--- config.mk ---
export PLATFORM = sky130hd
export DESIGN_NAME = sar_rx
export DESIGN_NICKNAME = d
export VERILOG_FILES = /design/src/rtl/sar_pkg.sv /design/src/rtl/sar_sync.sv /design/src/rtl/sar_half_engine.sv /design/src/rtl/sar_frame_asm.sv /design/src/rtl/sar_rx.sv
export SDC_FILE = /design/constraint.sdc
export NUM_CORES = 1
export LEC_CHECK = 0
export BUFFER_PORTS_ARGS = -buffer_cell sky130_fd_sc_hd__buf_4
export CORE_MARGIN = 2
export CORE_UTILIZATION = 55
export DETAILED_ROUTE_END_ITERATION = 10
export GPL_TIMING_DRIVEN = 0
export PLACE_DENSITY = 0.8
export SYNTH_ARGS = -nofsm -noshare
export SYNTH_HDL_FRONTEND = slang
export SYNTH_SLANG_ARGS = --single-unit
export TNS_END_PERCENT = 5
--- constraint.sdc ---
create_clock -name clk -period 3.36 [get_ports clk]
set_clock_uncertainty 0.05 [all_clocks]
set_input_delay 0.504 -clock clk [delete_from_list [all_inputs] [get_ports clk]]
set_output_delay 0.504 -clock clk [all_outputs]
set_load 0.005 [all_outputs]
--- src/rtl/sar_pkg.sv ---
package sar_pkg;

  localparam int SAMPLE_W = 24;
  localparam int KCAP_W   = $clog2(SAMPLE_W + 1);

  localparam logic [2:0] FMT_LJ   = 3'd0;
  localparam logic [2:0] FMT_I2S  = 3'd1;
  localparam logic [2:0] FMT_RJ16 = 3'd2;
  localparam logic [2:0] FMT_RJ24 = 3'd3;
  localparam logic [2:0] FMT_RJ20 = 3'd4;
  localparam logic [2:0] FMT_RJ18 = 3'd5;

  function automatic logic fmt_reserved(input logic [2:0] f);
    return f[2] & f[1];
  endfunction

  function automatic logic fmt_is_rj(input logic [2:0] f);
    return (f == FMT_RJ16) || (f == FMT_RJ24) || (f == FMT_RJ20) || (f == FMT_RJ18);
  endfunction

  // word length of an end-justified format
  function automatic int rj_width(input logic [2:0] f);
    case (f)
      FMT_RJ16: return 16;
      FMT_RJ20: return 20;
      FMT_RJ18: return 18;
      default:  return SAMPLE_W;
    endcase
  endfunction

  // bit clocks a whole frame must carry
  function automatic int min_frame_bclk(input logic [2:0] f);
    case (f)
      FMT_RJ16: return 32;
      FMT_RJ24: return 48;
      FMT_RJ20: return 40;
      FMT_RJ18: return 36;
      default:  return 0;
    endcase
  endfunction

  function automatic logic [SAMPLE_W-1:0] sign_extend(input logic [SAMPLE_W-1:0] raw,
                                                      input int n);
    logic [SAMPLE_W-1:0] r;
    for (int i = 0; i < SAMPLE_W; i++) r[i] = (i < n) ? raw[i] : raw[n-1];
    return r;
  endfunction

  function automatic logic [SAMPLE_W-1:0] msb_align(input logic [SAMPLE_W-1:0] raw,
                                                    input logic [KCAP_W-1:0] k);
    return raw << (SAMPLE_W - int'(k));
  endfunction

  function automatic logic [SAMPLE_W-1:0] finalize_half(input logic [SAMPLE_W-1:0] raw,
                                                        input logic [KCAP_W-1:0] k,
                                                        input logic [2:0] f);
    if (fmt_reserved(f))   return '0;
    else if (fmt_is_rj(f)) return sign_extend(raw, rj_width(f));
    else                   return msb_align(raw, k);
  endfunction

endpackage

--- src/rtl/sar_sync.sv ---
module sar_sync #(
  parameter int STAGES = 2,
  parameter int WIDTH  = 3
) (
  input  logic             clk,
  input  logic             rst_n,
  input  logic [WIDTH-1:0] d,
  output logic [WIDTH-1:0] q
);
  logic [STAGES-1:0][WIDTH-1:0] chain;

  always_ff @(posedge clk or negedge rst_n) begin
    if (!rst_n) begin
      chain <= '0;
    end else begin
      chain[0] <= d;
      for (int s = 1; s < STAGES; s++) chain[s] <= chain[s-1];
    end
  end

  assign q = chain[STAGES-1];
endmodule

--- src/rtl/sar_half_engine.sv ---
module sar_half_engine
  import sar_pkg::*;
#(
  parameter int CNT_W = 8
) (
  input  logic                clk,
  input  logic                rst_n,
  input  logic                rise,
  input  logic                bit_in,
  input  logic                lr_in,
  input  logic [2:0]          fmt,
  output logic                half_done,
  output logic [SAMPLE_W-1:0] half_word,
  output logic [CNT_W-1:0]    half_cnt,
  output logic                half_lr
);
  logic [SAMPLE_W-1:0] sr, sr_base, sr_nxt;
  logic [CNT_W-1:0]    cnt, idx, cnt_nxt;
  logic [KCAP_W-1:0]   kcap, k_base, k_nxt;
  logic                lr_prev, primed, in_half;
  logic                lr_edge, take, rj_mode;
  logic [CNT_W-1:0]    skip;

  assign lr_edge   = rise & primed & (lr_in != lr_prev);
  assign half_done = lr_edge & in_half;
  assign half_word = finalize_half(sr, kcap, fmt);
  assign half_cnt  = cnt;
  assign half_lr   = lr_prev;
  assign rj_mode   = fmt_is_rj(fmt);
  assign skip      = {{(CNT_W-1){1'b0}}, fmt == FMT_I2S};

  always_comb begin
    idx     = lr_edge ? '0 : cnt;
    sr_base = lr_edge ? '0 : sr;
    k_base  = lr_edge ? '0 : kcap;
    if (rj_mode) take = 1'b1;
    else         take = (idx >= skip) && (k_base < KCAP_W'(SAMPLE_W));
    sr_nxt  = take ? {sr_base[SAMPLE_W-2:0], bit_in} : sr_base;
    k_nxt   = (take && !rj_mode) ? k_base + 1'b1 : k_base;
    if (lr_edge)        cnt_nxt = {{(CNT_W-1){1'b0}}, 1'b1};
    else if (&cnt)      cnt_nxt = cnt;
    else                cnt_nxt = cnt + 1'b1;
  end

  always_ff @(posedge clk or negedge rst_n) begin
    if (!rst_n) begin
      sr      <= '0;
      cnt     <= '0;
      kcap    <= '0;
      lr_prev <= 1'b0;
      primed  <= 1'b0;
      in_half <= 1'b0;
    end else if (rise) begin
      primed  <= 1'b1;
      lr_prev <= lr_in;
      sr      <= sr_nxt;
      kcap    <= k_nxt;
      cnt     <= cnt_nxt;
      if (lr_edge) in_half <= 1'b1;
    end
  end

  // never more than one sample width of bits kept from the start
  p_cap_bound_r3: assert property (@(posedge clk) disable iff (!rst_n)
    kcap <= KCAP_W'(SAMPLE_W));

  // no half-frame can complete before one has been opened by an edge
  p_no_early_half_r9: assert property (@(posedge clk) disable iff (!rst_n)
    !primed |-> !half_done);
endmodule

--- src/rtl/sar_frame_asm.sv ---
module sar_frame_asm
  import sar_pkg::*;
#(
  parameter int CNT_W = 8
) (
  input  logic                clk,
  input  logic                rst_n,
  input  logic                half_done,
  input  logic [SAMPLE_W-1:0] half_word,
  input  logic [CNT_W-1:0]    half_cnt,
  input  logic                half_lr,
  input  logic [2:0]          fmt,
  output logic [SAMPLE_W-1:0] left_out,
  output logic [SAMPLE_W-1:0] right_out,
  output logic                sample_stb,
  output logic                frame_err
);
  logic [SAMPLE_W-1:0] left_hold;
  logic [CNT_W-1:0]    left_cnt;
  logic                left_ok;
  logic                half_left;
  logic [CNT_W:0]      frame_bclk;
  logic                enough;

  assign half_left  = (fmt == FMT_I2S) ? ~half_lr : half_lr;
  assign frame_bclk = {1'b0, left_cnt} + {1'b0, half_cnt};
  assign enough     = int'(frame_bclk) >= min_frame_bclk(fmt);

  always_ff @(posedge clk or negedge rst_n) begin
    if (!rst_n) begin
      left_hold  <= '0;
      left_cnt   <= '0;
      left_ok    <= 1'b0;
      left_out   <= '0;
      right_out  <= '0;
      sample_stb <= 1'b0;
      frame_err  <= 1'b0;
    end else begin
      sample_stb <= 1'b0;
      frame_err  <= 1'b0;
      if (half_done) begin
        if (half_left) begin
          left_hold <= half_word;
          left_cnt  <= half_cnt;
          left_ok   <= 1'b1;
        end else begin
          left_ok <= 1'b0;
          if (left_ok) begin
            if (enough) begin
              left_out   <= left_hold;
              right_out  <= half_word;
              sample_stb <= 1'b1;
            end else begin
              frame_err <= 1'b1;
            end
          end
        end
      end
    end
  end

  p_stb_err_excl_r7: assert property (@(posedge clk) disable iff (!rst_n)
    !(sample_stb && frame_err));

  p_err_only_rj_r7: assert property (@(posedge clk) disable iff (!rst_n)
    frame_err |-> fmt_is_rj($past(fmt)));

  p_hold_outputs_r10: assert property (@(posedge clk) disable iff (!rst_n)
    !sample_stb |-> ($stable(left_out) && $stable(right_out)));

  p_reserved_zero_r8: assert property (@(posedge clk) disable iff (!rst_n)
    (sample_stb && fmt_reserved($past(fmt))) |-> (left_out == '0 && right_out == '0));

  p_rj16_sext_r5: assert property (@(posedge clk) disable iff (!rst_n)
    (sample_stb && $past(fmt) == FMT_RJ16) |->
      (($countones(left_out[SAMPLE_W-1:15]) == 0) ||
       ($countones(left_out[SAMPLE_W-1:15]) == SAMPLE_W - 15)));
endmodule

--- src/rtl/sar_rx.sv ---
module sar_rx
  import sar_pkg::*;
#(
  parameter int SYNC_STAGES = 2,
  parameter int CNT_W       = 8
) (
  input  logic                clk,
  input  logic                rst_n,
  input  logic                bclk_in,
  input  logic                lrclk_in,
  input  logic                sdata_in,
  input  logic [2:0]          fmt_sel,
  output logic [SAMPLE_W-1:0] left_out,
  output logic [SAMPLE_W-1:0] right_out,
  output logic                sample_stb,
  output logic                frame_err
);
  localparam int LINES = 3;

  logic [LINES-1:0]    pins_q;
  logic                bclk_s, lr_s, data_s, bclk_d, bclk_rise;
  logic                half_done, half_lr;
  logic [SAMPLE_W-1:0] half_word;
  logic [CNT_W-1:0]    half_cnt;

  sar_sync #(.STAGES(SYNC_STAGES), .WIDTH(LINES)) u_sync (
    .clk (clk),
    .rst_n (rst_n),
    .d ({bclk_in, lrclk_in, sdata_in}),
    .q (pins_q)
  );

  assign {bclk_s, lr_s, data_s} = pins_q;

  always_ff @(posedge clk or negedge rst_n) begin
    if (!rst_n) bclk_d <= 1'b0;
    else        bclk_d <= bclk_s;
  end

  assign bclk_rise = bclk_s & ~bclk_d;

  sar_half_engine #(.CNT_W(CNT_W)) u_engine (
    .clk       (clk),
    .rst_n     (rst_n),
    .rise      (bclk_rise),
    .bit_in    (data_s),
    .lr_in     (lr_s),
    .fmt       (fmt_sel),
    .half_done (half_done),
    .half_word (half_word),
    .half_cnt  (half_cnt),
    .half_lr   (half_lr)
  );

  sar_frame_asm #(.CNT_W(CNT_W)) u_asm (
    .clk        (clk),
    .rst_n      (rst_n),
    .half_done  (half_done),
    .half_word  (half_word),
    .half_cnt   (half_cnt),
    .half_lr    (half_lr),
    .fmt        (fmt_sel),
    .left_out   (left_out),
    .right_out  (right_out),
    .sample_stb (sample_stb),
    .frame_err  (frame_err)
  );

  p_single_stb_r6: assert property (@(posedge clk) disable iff (!rst_n)
    sample_stb |=> !sample_stb);

  p_half_needs_rise_r2: assert property (@(posedge clk) disable iff (!rst_n)
    half_done |-> bclk_rise);
endmodule

Yosys cells after proc, flatten, opt, wreduce, memory -nomap -nowiden:

Cells that the tools add are included.

* input port bits: 8
* bits in latches: 0
* RAM bits: 0
* register bits: 130
* word-level logic and storage cells: 130
* output and inout bits: 50
* bits in read-only memories: 0
* memories kept: 0

* equal/unequal tests: 7
* $add $sub $neg: 5
* $lt $le $gt $ge: 28
* $mul: 0
* shift operators: 1
* bitwise gates (word level): 8
* reduce and logical (&&, ||, !) cells: 13
* multiplexer cells: 51
* divide/modulo/power cells: 0

Operators by type and width (count)
* $lt A5 B32 Y1 const A: 8
* $lt A6 B32 Y1 const A: 8
* $lt A4 B32 Y1 const A: 4
* $mux W24: 4
* $lt A3 B32 Y1 const A: 2
* $mux W32: 2
* $mux W1: 37
* $lt A1 B32 Y1 const A: 1
* $lt A2 B32 Y1 const A: 1
* $lt A32 B7 Y1 const B: 1
* $shl A24 B32 Y24: 1
* $sub A32 B2 Y32 const B: 1
* $mux W8: 3
* $pmux W6 S4: 1
* $pmux W4 S3: 1
* $mux W5: 2
* $add A8 B8 Y9: 1
* $ge A9 B6 Y1: 1
* $add A8 B1 Y8 const B: 1
* $ge A8 B1 Y1: 1
* $reduce_and A2 Y1: 4
* $reduce_and A8 Y1: 1
* $eq A3 B2 Y1 const B: 2
* $eq A3 B3 Y1 const B: 2
* other kinds (14): 23

Longest topological paths before layout:

Gate-level depths: netlist (run 1).

* word-level depth: 13
* mapped depth: 15
* mapped depth without buffers: 13

Hierarchy:

Synthesis (run 1) repeated with hierarchy kept, for this count alone.

* cells, all modules: 681
* area, all modules: 7571.0 µm²

Modules (own cells, without submodules)
* sar_half_engine: area an instance 3789.9 µm², cells each 438, seq. area each 1001.0 µm², instances 1
* sar_frame_asm: area an instance 3569.7 µm², cells each 232, seq. area each 2077.0 µm², instances 1
* sar_sync: area an instance 172.7 µm², cells each 9, seq. area each 150.1 µm², instances 1
* sar_rx: area an instance 38.8 µm², cells each 2, seq. area each 25.0 µm², instances 1

Least setup slack after synthesis (run 1):

OpenSTA, ideal clock, no wires.

* path kind: input to register
* from: input port fmt_sel[1]
* to: register u_asm.left_out[13]
* data arrival time: 3261 ps
* data required time: 3185 ps
* buffers on the path: 4
* stages on the path: 15
* path slack: -76 ps
* setup time: 125 ps
* cells stage by stage: inv_1 ha_1 clkbuf_1 clkbuf_1 nor2_1 nand3_1 ha_1 and4b_1 o311ai_0 nand3_1 a21oi_4 nor2_2 buf_6 buf_6 mux2_4

* cells in the longest elaborated chain, start to end: 4
* elaborated cells between the ends (all ways): 10
* classes of those cells: order compare (1); eq/ne (5); mux (2); bitwise (1); reduce/logical (1)

RTL lines
* start, declared: line sar_rx.sv:12 `input logic [2:0] fmt_sel,`
* $eq A3 B3 Y1, or another cell as far along: line sar_pkg.sv:33 `case (f)`
* $pmux W6 S4 or $mux W1 (tied branches): line sar_pkg.sv:33, sar_frame_asm.sv:25
* $ge A9 B6 Y1 or $not A1 Y1 (tied branches)
* $reduce_and A4 Y1 (no line) (*)
* end signal, assigned: line sar_frame_asm.sv:50 `left_out <= left_hold;`
* end, declared: line sar_frame_asm.sv:13 `output logic [SAMPLE_W-1:0] left_out,`

Mark *: on every way between the ends. The rest lies on a longest branch, timed or not.
A chain may end at the register's enable or synchronous reset.

Worst setup path in the final report (run 1):

* from: register u_engine.kcap[0]
* to: register u_asm.right_out[15]

* cells in the longest elaborated chain, start to end: 4

RTL lines
* start, declared: line sar_half_engine.sv:19 `logic [KCAP_W-1:0] kcap, k_base, k_nxt;`
* start signal, assigned: line sar_half_engine.sv:57 `kcap <= k_nxt;`
* $sub A5 B5 Y6: line sar_pkg.sv:51 `return raw << (SAMPLE_W - int'(k));`
* $shl A24 B32 Y24: line sar_pkg.sv:51
* $mux W24: line sar_pkg.sv:58 `else if (fmt_is_rj(f)) return sign_extend(raw, rj_width(f));`
* $mux W24: line sar_pkg.sv:57 `if (fmt_reserved(f)) return '0;`
* end signal, assigned: line sar_frame_asm.sv:51 `right_out <= half_word;`
* end, declared: line sar_frame_asm.sv:14 `output logic [SAMPLE_W-1:0] right_out,`

No other way between the ends.

==> impl_metrics.yaml, run 1 <==
outcome:
  status: "finished clean"
worst_setup_path:
  cp.arrival_ns: 3.51
  critPathRequiredTime_ns: 3.61
  worstPathMaxFanout: 10
  end_kind: "flop"
  worstSetupStartpointType: "flop"
  critPathKind: "flop to flop"
global_route:
  grtUsageTotal_pct: 31.6
  grt_max_degree: 108
  antenna_found_initial: 0
  first_global_vias: 6136
  grt_overflow_total: 0
  grt_pass1_wl_um: 35000
route:
  wl_per_cell_um: 23.6
  drc_errors: 0
  dr.pass1.iters: 9
  drt_iter0_drc: 552
  drt-total-wl_um: 22400
  antenna_left: 0
  num_vias: 6107
  drt-vias-per-instance: 6.45
layout:
  final_cell_mix: "dfrtp_1, buf_4, mux2_2"
  layout_commonest_cell: "dfrtp_1"
  antennaDiodeCount: 0
  fin_util_pct: 68.9
  layout-drive-gt1-share_pct: 35.7
  nets: 787
  syn_to_final_growth_pct: 21.9
logic_synthesis:
  ys_warn_count: 0
  synth_nets: 699
  synthArstFlopShare_pct: 100
  synth_flop_cell: "dfrtp_1"
  synthCells: 672
  synthMuxAreaShare_pct: 21.3
  synthXorXnorAreaFrac_pct: 1.96
  avgSynthCellArea_um2: 11.2
  synthAdderAreaFrac_pct: 3.26
  ys_types: 79
  synth_compound_area_share_pct: 13.9
  synth_edf_count: 0
  ys_ff_latch: 130
  syn_area_um2: 7510
  ys_seq_area_share_pct: 43.3
  synth_top_family_by_area: "multiplexers"
  synth-simple-area-share_pct: 12.4
sta:
  holdWs_ns: 0.144
  hold_viol_final: 0
  rsz0062_at_grt: "false"
  layout_min_cycle_time_ns: 3.26
  setup_viol: 0
  slew-limit-headroom_pct: 49.7
  fmax_mhz: 306
  fin_crit_sh_pct: 97.1
  finalSetupTns_ns: 0
  drv_slew: 0
  worst_pin_slew_ns: 0.748
die:
  die_y_um: 121
  rows: 42
  core_um2: 13300
  start_util_pct: 56.5
  die_area_um2: 14600
  fp.dieW_um: 121
  ioPinCount: 58
clock_tree:
  cts_buffer_depth: 2
  clock-sinks: 130
  clk_latency_ns: 0.42
  cts_tree: "done"
  htreeDepth: 4
  clk_pin_slew_ns: 0.06
  clockRootBuffer: "clkbuf_16"
  cts_buffers: 17
pwr:
  p_per_area_nw_per_um2: 780
  p_leak_nw: 4.15
  ir_worst_vdd_v: 0.000485
place:
  dp_hpwl_um: 15800
  gp_congestion: 0.965
  portBuffers: 56
run:
  cap_violations: 0
min_path:
  hold_path_class: "primary input to flop"
path summary, 6_finish.rpt:
| check | from | end | slack [ns] | cells after the start |
|---|---|---|---|---|
| max | u_engine.kcap[0] | u_asm.right_out[15] | 0.1 | 13 |
| min | sdata_in | u_sync.chain[0] | 0.14 | 1 |
| max reg2reg | u_engine.kcap[0] | u_asm.right_out[15] | 0.1 | 13 |
| min reg2reg | u_sync.chain[0] | u_sync.q[0] | 0.29 | 0 |
| max in group asynchronous | rst_n | u_engine.sr[8] | 1.99 | 3 |
| min in group asynchronous | rst_n | u_engine.half_cnt[4] | 0.47 | 2 |
stage by stage:
stage          power, mW  cells  instance area [um^2]  setup WS (ns)
3_3_place_gp        4.79    904                  8160         -0.563
2_1_floorplan       3.93    672                  7520         0.0419
4_1_cts             6.87    937                  8930         0.0107
3_5_place_dp        4.81    905                  8190         -0.651
6_report            7.15    947                  9160         0.0971
5_1_grt             7.48    947                  9160        0.00174
area by class of cell:
type                            count  area [um^2]
Buffer                             43          292
Clock buffer                       18          439
Clock inverter                     12          133
Fill cell                         935         4140
Inverter                           15         61.3
Multi-Input combinational cell    484         4210
Sequential cell                   130         3260
Tap cell                          176          220
Timing Repair Buffer               69          544
logic make-up (layout without fill, tap and decap cells):
family,count (synthesis),count (layout)
and+or+nand+nor,180,180
AOI/OAI and AO/OA,145,145
DFF,130,130
muxes,124,124
buffers and inverters,58,157
adders and majority gates,19,19
xor gates and xnor gates,16,16
report_power, final:
group	leakage [nW]	switching, mW	internal, mW
registers	1.75	0.251	1.82
clock network	0.275	0.722	1.11
logic	2.12	1.80	1.44
total	4.15	2.78	4.37
cells in the mapped netlist, types with 3 or more instances:
master,n,area share [%]
dfrtp_1,130,43
mux2_2,67,10
nand2_1,52,2.6
a21oi_1,28,1.9
a22o_1,28,3.3
nor2_1,27,1.3
nand3_1,26,1.7
mux2i_1,22,2.9
mux2_4,20,4.0
clkbuf_1,18,0.90
ha_1,18,3.0
o21ai_0,17,1.1
buf_2,16,1.1
inv_1,14,0.70
mux4_2,14,4.2
xor2_1,11,1.3
nand4_1,9,0.75
nor2b_1,9,0.75
and3_1,8,0.67
a211oi_1,7,0.70
nor3_1,7,0.47
o21ai_1,7,0.47
a31oi_1,6,0.50
nand2b_1,6,0.50
buf_6,5,0.75
nor4_1,5,0.42
o31ai_1,5,0.50
a21o_1,4,0.40
a32o_1,4,0.53
and2_1,4,0.33
buf_4,4,0.40
or3_1,4,0.33
xnor2_1,4,0.47
a22oi_1,3,0.30
a32oi_1,3,0.35
nand3b_1,3,0.30
o22ai_1,3,0.25
or4_1,3,0.30
repair_timing:
item | in CTS | in global routing
buffers inserted | 1 | 10
hold buffers | 1 | 0
pin swaps | 6 | 11
hold endpoints to repair | 23 | 0
gates resized for setup | 35 | 32
cloned | 0 | 0
endpoints found under the setup margin | 67 | 81
flip-flops by register name, summed over array words and instances, names as in the netlist:
register,flops
u_sync.q,3
u_engine.primed,1
u_asm.right_out,24
u_sync.chain,3
u_asm.left_cnt,8
u_asm.left_ok,1
u_engine.in_half,1
bclk_d,1
u_asm.sample_stb,1
u_asm.left_hold,24
u_engine.half_lr,1
u_asm.left_out,24
u_engine.half_cnt,8
u_engine.kcap,5
u_engine.sr,24
u_asm.frame_err,1
worst max-delay path: stages (launching register included):
cell	delay, ns
dfrtp_1	0.33
buf_6	0.16
buf_12	0.16
buf_8	0.17
inv_6	0.08
ha_2	0.32
buf_4	0.19
buf_12	0.17
mux2_2	0.39
mux2i_4	0.23
o21ai_2	0.14
o2bb2ai_1	0.16
a22o_1	0.29
mux2_2	0.29
layer usage:
metal	track usage, %	wire (um)
met5	0	0
met4	9.96	633
met3	7.24	1580
met2	49.7	10600
met1	43.8	9540
Power figures use the tool's default switching activity.
==> run 2, diff against run 1 <==
--- a/config.mk
+++ b/config.mk
@@ -13,5 +13,6 @@
 export PLACE_DENSITY = 0.8
 export SYNTH_ARGS = -nofsm -noshare
 export SYNTH_HDL_FRONTEND = slang
+export SYNTH_HIERARCHICAL = 1
 export SYNTH_SLANG_ARGS = --single-unit
 export TNS_END_PERCENT = 5
==> run 2 against run 1 <==
Wire length is 8.7% lower. Critical endpoint is now u_asm/left_out[9]. Global-route usage shrank 2.2 points. Core utilization shrank 1.7 points. Area after synthesis is 0.75% higher. Worst setup slack lost 0.020 ns. Die area increased by 0.72%.
==> impl_metrics.yaml, run 2 <==
die:
  ioPinCount: 58
  rows: 42
  die_y_um: 121
  fp.dieW_um: 121
  core_um2: 13300
  start_util_pct: 56.7
  die_area_um2: 14700
route:
  antenna_left: 0
  wl_per_cell_um: 21.5
  drc_errors: 0
  drt_iter0_drc: 423
  num_vias: 5876
  drt-total-wl_um: 20400
  dr.pass1.iters: 5
  drt-vias-per-instance: 6.18
worst_setup_path:
  reg2reg_from: "u_engine/half_cnt[1]"
  cp.arrival_ns: 3.54
  end_kind: "flop"
  cpMaxStageDelayCell: "dfrtp_2"
  critPathRequiredTime_ns: 3.62
  timing.rr.end: "u_asm/left_out[9]"
  reg2reg_depth: 12
  worstSetupStartpointType: "flop"
  cpMostUsedCell: "buf_6"
  critPathKind: "flop to flop"
  cp_num_buf_inv: 2
  r2r_slack_ns: 0.08
  crit_chain: "ha_4, a21o_1, a21oi_2, xnor2_1, ha_1, and4b_1, o311a_1, o2111ai_2, o31ai_4, buf_6, buf_6, mux2_4"
  cpPeakStageDelay_ns: 0.47
  worstPathMaxFanout: 10
  crit_family: "compound AO/OA/AOI/OAI gates"
pwr:
  p_per_area_nw_per_um2: 732
  ir_worst_vdd_v: 0.000628
  total_power_mw: 6.57
  p_leak_nw: 4.18
min_path:
  min_path_cells: 1
  whs_endpoint: "u_sync/chain[1]"
  hold_path_class: "primary input to flop"
  worstHoldStart: "lrclk_in"
logic_synthesis:
  yosysTopAreaCellShare_pct: 43.0
  synthCells: 681
  synth_edf_count: 0
  yosysTopAreaCell: "dfrtp_1"
  ys_seq_area_share_pct: 43.0
  ys_ff_latch: 130
  synth_nets: 710
  yosysMostFrequentCell: "dfrtp_1"
  synth_commonest_cells: "dfrtp_1, mux2_2, nand2_1, nor2_1, mux2i_1"
  avgSynthCellArea_um2: 11.1
  synth_area_leaders: "dfrtp_1, mux2_2, mux2i_1"
  synth_flop_cell: "dfrtp_1"
  ys_types: 75
  syn_area_um2: 7570
  ys_warn_count: 6
  synthArstFlopShare_pct: 100
layout:
  multiInputGateArea_um2: 4060
  nets: 791
  final.fill_count: 998
  seq_area_um2: 3260
  final_cell_mix: "dfrtp_1, mux2_2, buf_4"
  layout_commonest_cell: "dfrtp_1"
  syn_to_final_growth_pct: 18.5
  layout-drive-gt1-share_pct: 34.6
  antennaDiodeCount: 0
sta:
  fmax_mhz: 305
  worst_pin_slew_ns: 1.08
  fin_crit_sh_pct: 97.7
  setup_viol: 0
  slew-limit-headroom_pct: 28.0
  setup_slack_ns: 0.0773
  drv_slew: 0
  hold_viol_final: 0
  finalSetupTns_ns: 0
  layout_min_cycle_time_ns: 3.28
place:
  gp_congestion: 0.993
  portBuffers: 57
  place_ws_ns: -0.152
  dp_hpwl_um: 14700
clock_tree:
  clk_latency_ns: 0.43
  cts_tree: "done"
  clock-sinks: 130
  clockRootBuffer: "clkbuf_16"
  htreeDepth: 4
  cts_buffer_depth: 2
  clk_pin_slew_ns: 0.06
  cts_buffers: 17
outcome:
  status: "finished clean"
run:
  cap_violations: 0
global_route:
  antenna_found_initial: 0
  first_global_vias: 6085
  grt_pass1_wl_um: 33100
  grt_overflow_total: 0
  grt_max_degree: 80
  grtUsageTotal_pct: 29.4
-- run 2: changes by cell type after synthesis, moves of 6 or more --
cell	before	now
mux4_2	14	7
o21ai_0	17	28
mux2_4	20	9
buf_4	4	10
mux2_2	67	81
nand3_1	26	13
nor2_1	27	40
clkbuf_1	18	7
mux2i_1	22	36
-- run 2: layout make-up --
type / count / share of cell area [%]
inverter: 18 / 0.753
buffer: 41 / 2.78
sequential: 130 / 36.3
tap: 176 / 2.45
clock buffer: 17 / 4.74
clock inverter: 15 / 2.12
timing repair buffer: 63 / 5.56
multi-input combinational: 491 / 45.3
-- run 2: where the power goes --
| group | total (mW) | switching (mW) | internal (mW) |
|---|---|---|---|
| clock | 1.92 | 0.791 | 1.13 |
| combinational | 2.60 | 1.49 | 1.11 |
| sequential | 2.05 | 0.250 | 1.80 |
| total | 6.57 | 2.53 | 4.04 |
-- run 2: worst max-delay path by stage --
| stage | startpoint | to | slack (ns) | cells past startpoint |
|---|---|---|---|---|
| 6_report | u_engine/half_cnt[1] | u_asm/left_out[9] | 0.08 | 12 |
| 5_1_grt | u_engine/half_cnt[1] | u_asm/left_out[9] | -0.02 | 12 |
| 4_1_cts | u_engine/half_cnt[2] | u_asm/left_out[11] | 0.009 | 12 |
| 3_5_place_dp | fmt_sel[2] | u_asm/right_out[20] | -0.15 | 13 |
| 3_3_place_gp | fmt_sel[2] | u_asm/right_out[20] | -0.11 | 13 |
| 2_1_floorplan | u_engine/half_cnt[0] | u_asm/left_out[10] | 0.30 | 12 |
-- run 2: what timing repair did --
action / CTS / global route
endpoints found under the setup margin: 21 / 39
endpoints found under the hold margin: 51 / 0
pin swaps: 1 / 3
gates resized for setup: 6 / 10
setup buffers: 1 / 3
hold buffers: 1 / 0
-- run 2: cell families (layout without fill, tap and decap cells) --
| group | count (synthesis) | in the layout | synth area share, % |
|---|---|---|---|
| AND/OR/NAND/NOR | 167 | 167 | 11.4 |
| AO/OA/AOI/OAI | 147 | 147 | 14.2 |
| multiplexers | 133 | 133 | 20.7 |
| flip-flops | 130 | 130 | 43.0 |
| buffers and inverters | 60 | 154 | 4.20 |
| XOR/XNOR | 23 | 23 | 2.96 |
| adder cells (fa/ha/maj) | 21 | 21 | 3.57 |
-- run 2: layer usage --
metal	global-route usage (%)	part of all wire, %	vias to the layer above
met5	0	0	-
met4	11.0	2.1	0
met3	6.25	7.3	37
met2	45.3	47	223
met1	41.1	44	2946
li1	-	-	2670
-- run 2: through the flow --
step | area, um^2 | utilization, % | hold WS (ns) | cells
final | 8970 | 67.2 | 0.129 | 951
after global routing | 8970 | 67.2 | 0.117 | 951
after CTS | 8910 | 66.7 | 0.118 | 949
after detailed placement | 8250 | 61.8 | 0.291 | 915
after global placement | 8220 | 61.6 | 0.282 | 914
after floorplan | 7570 | - | 0.158 | 681
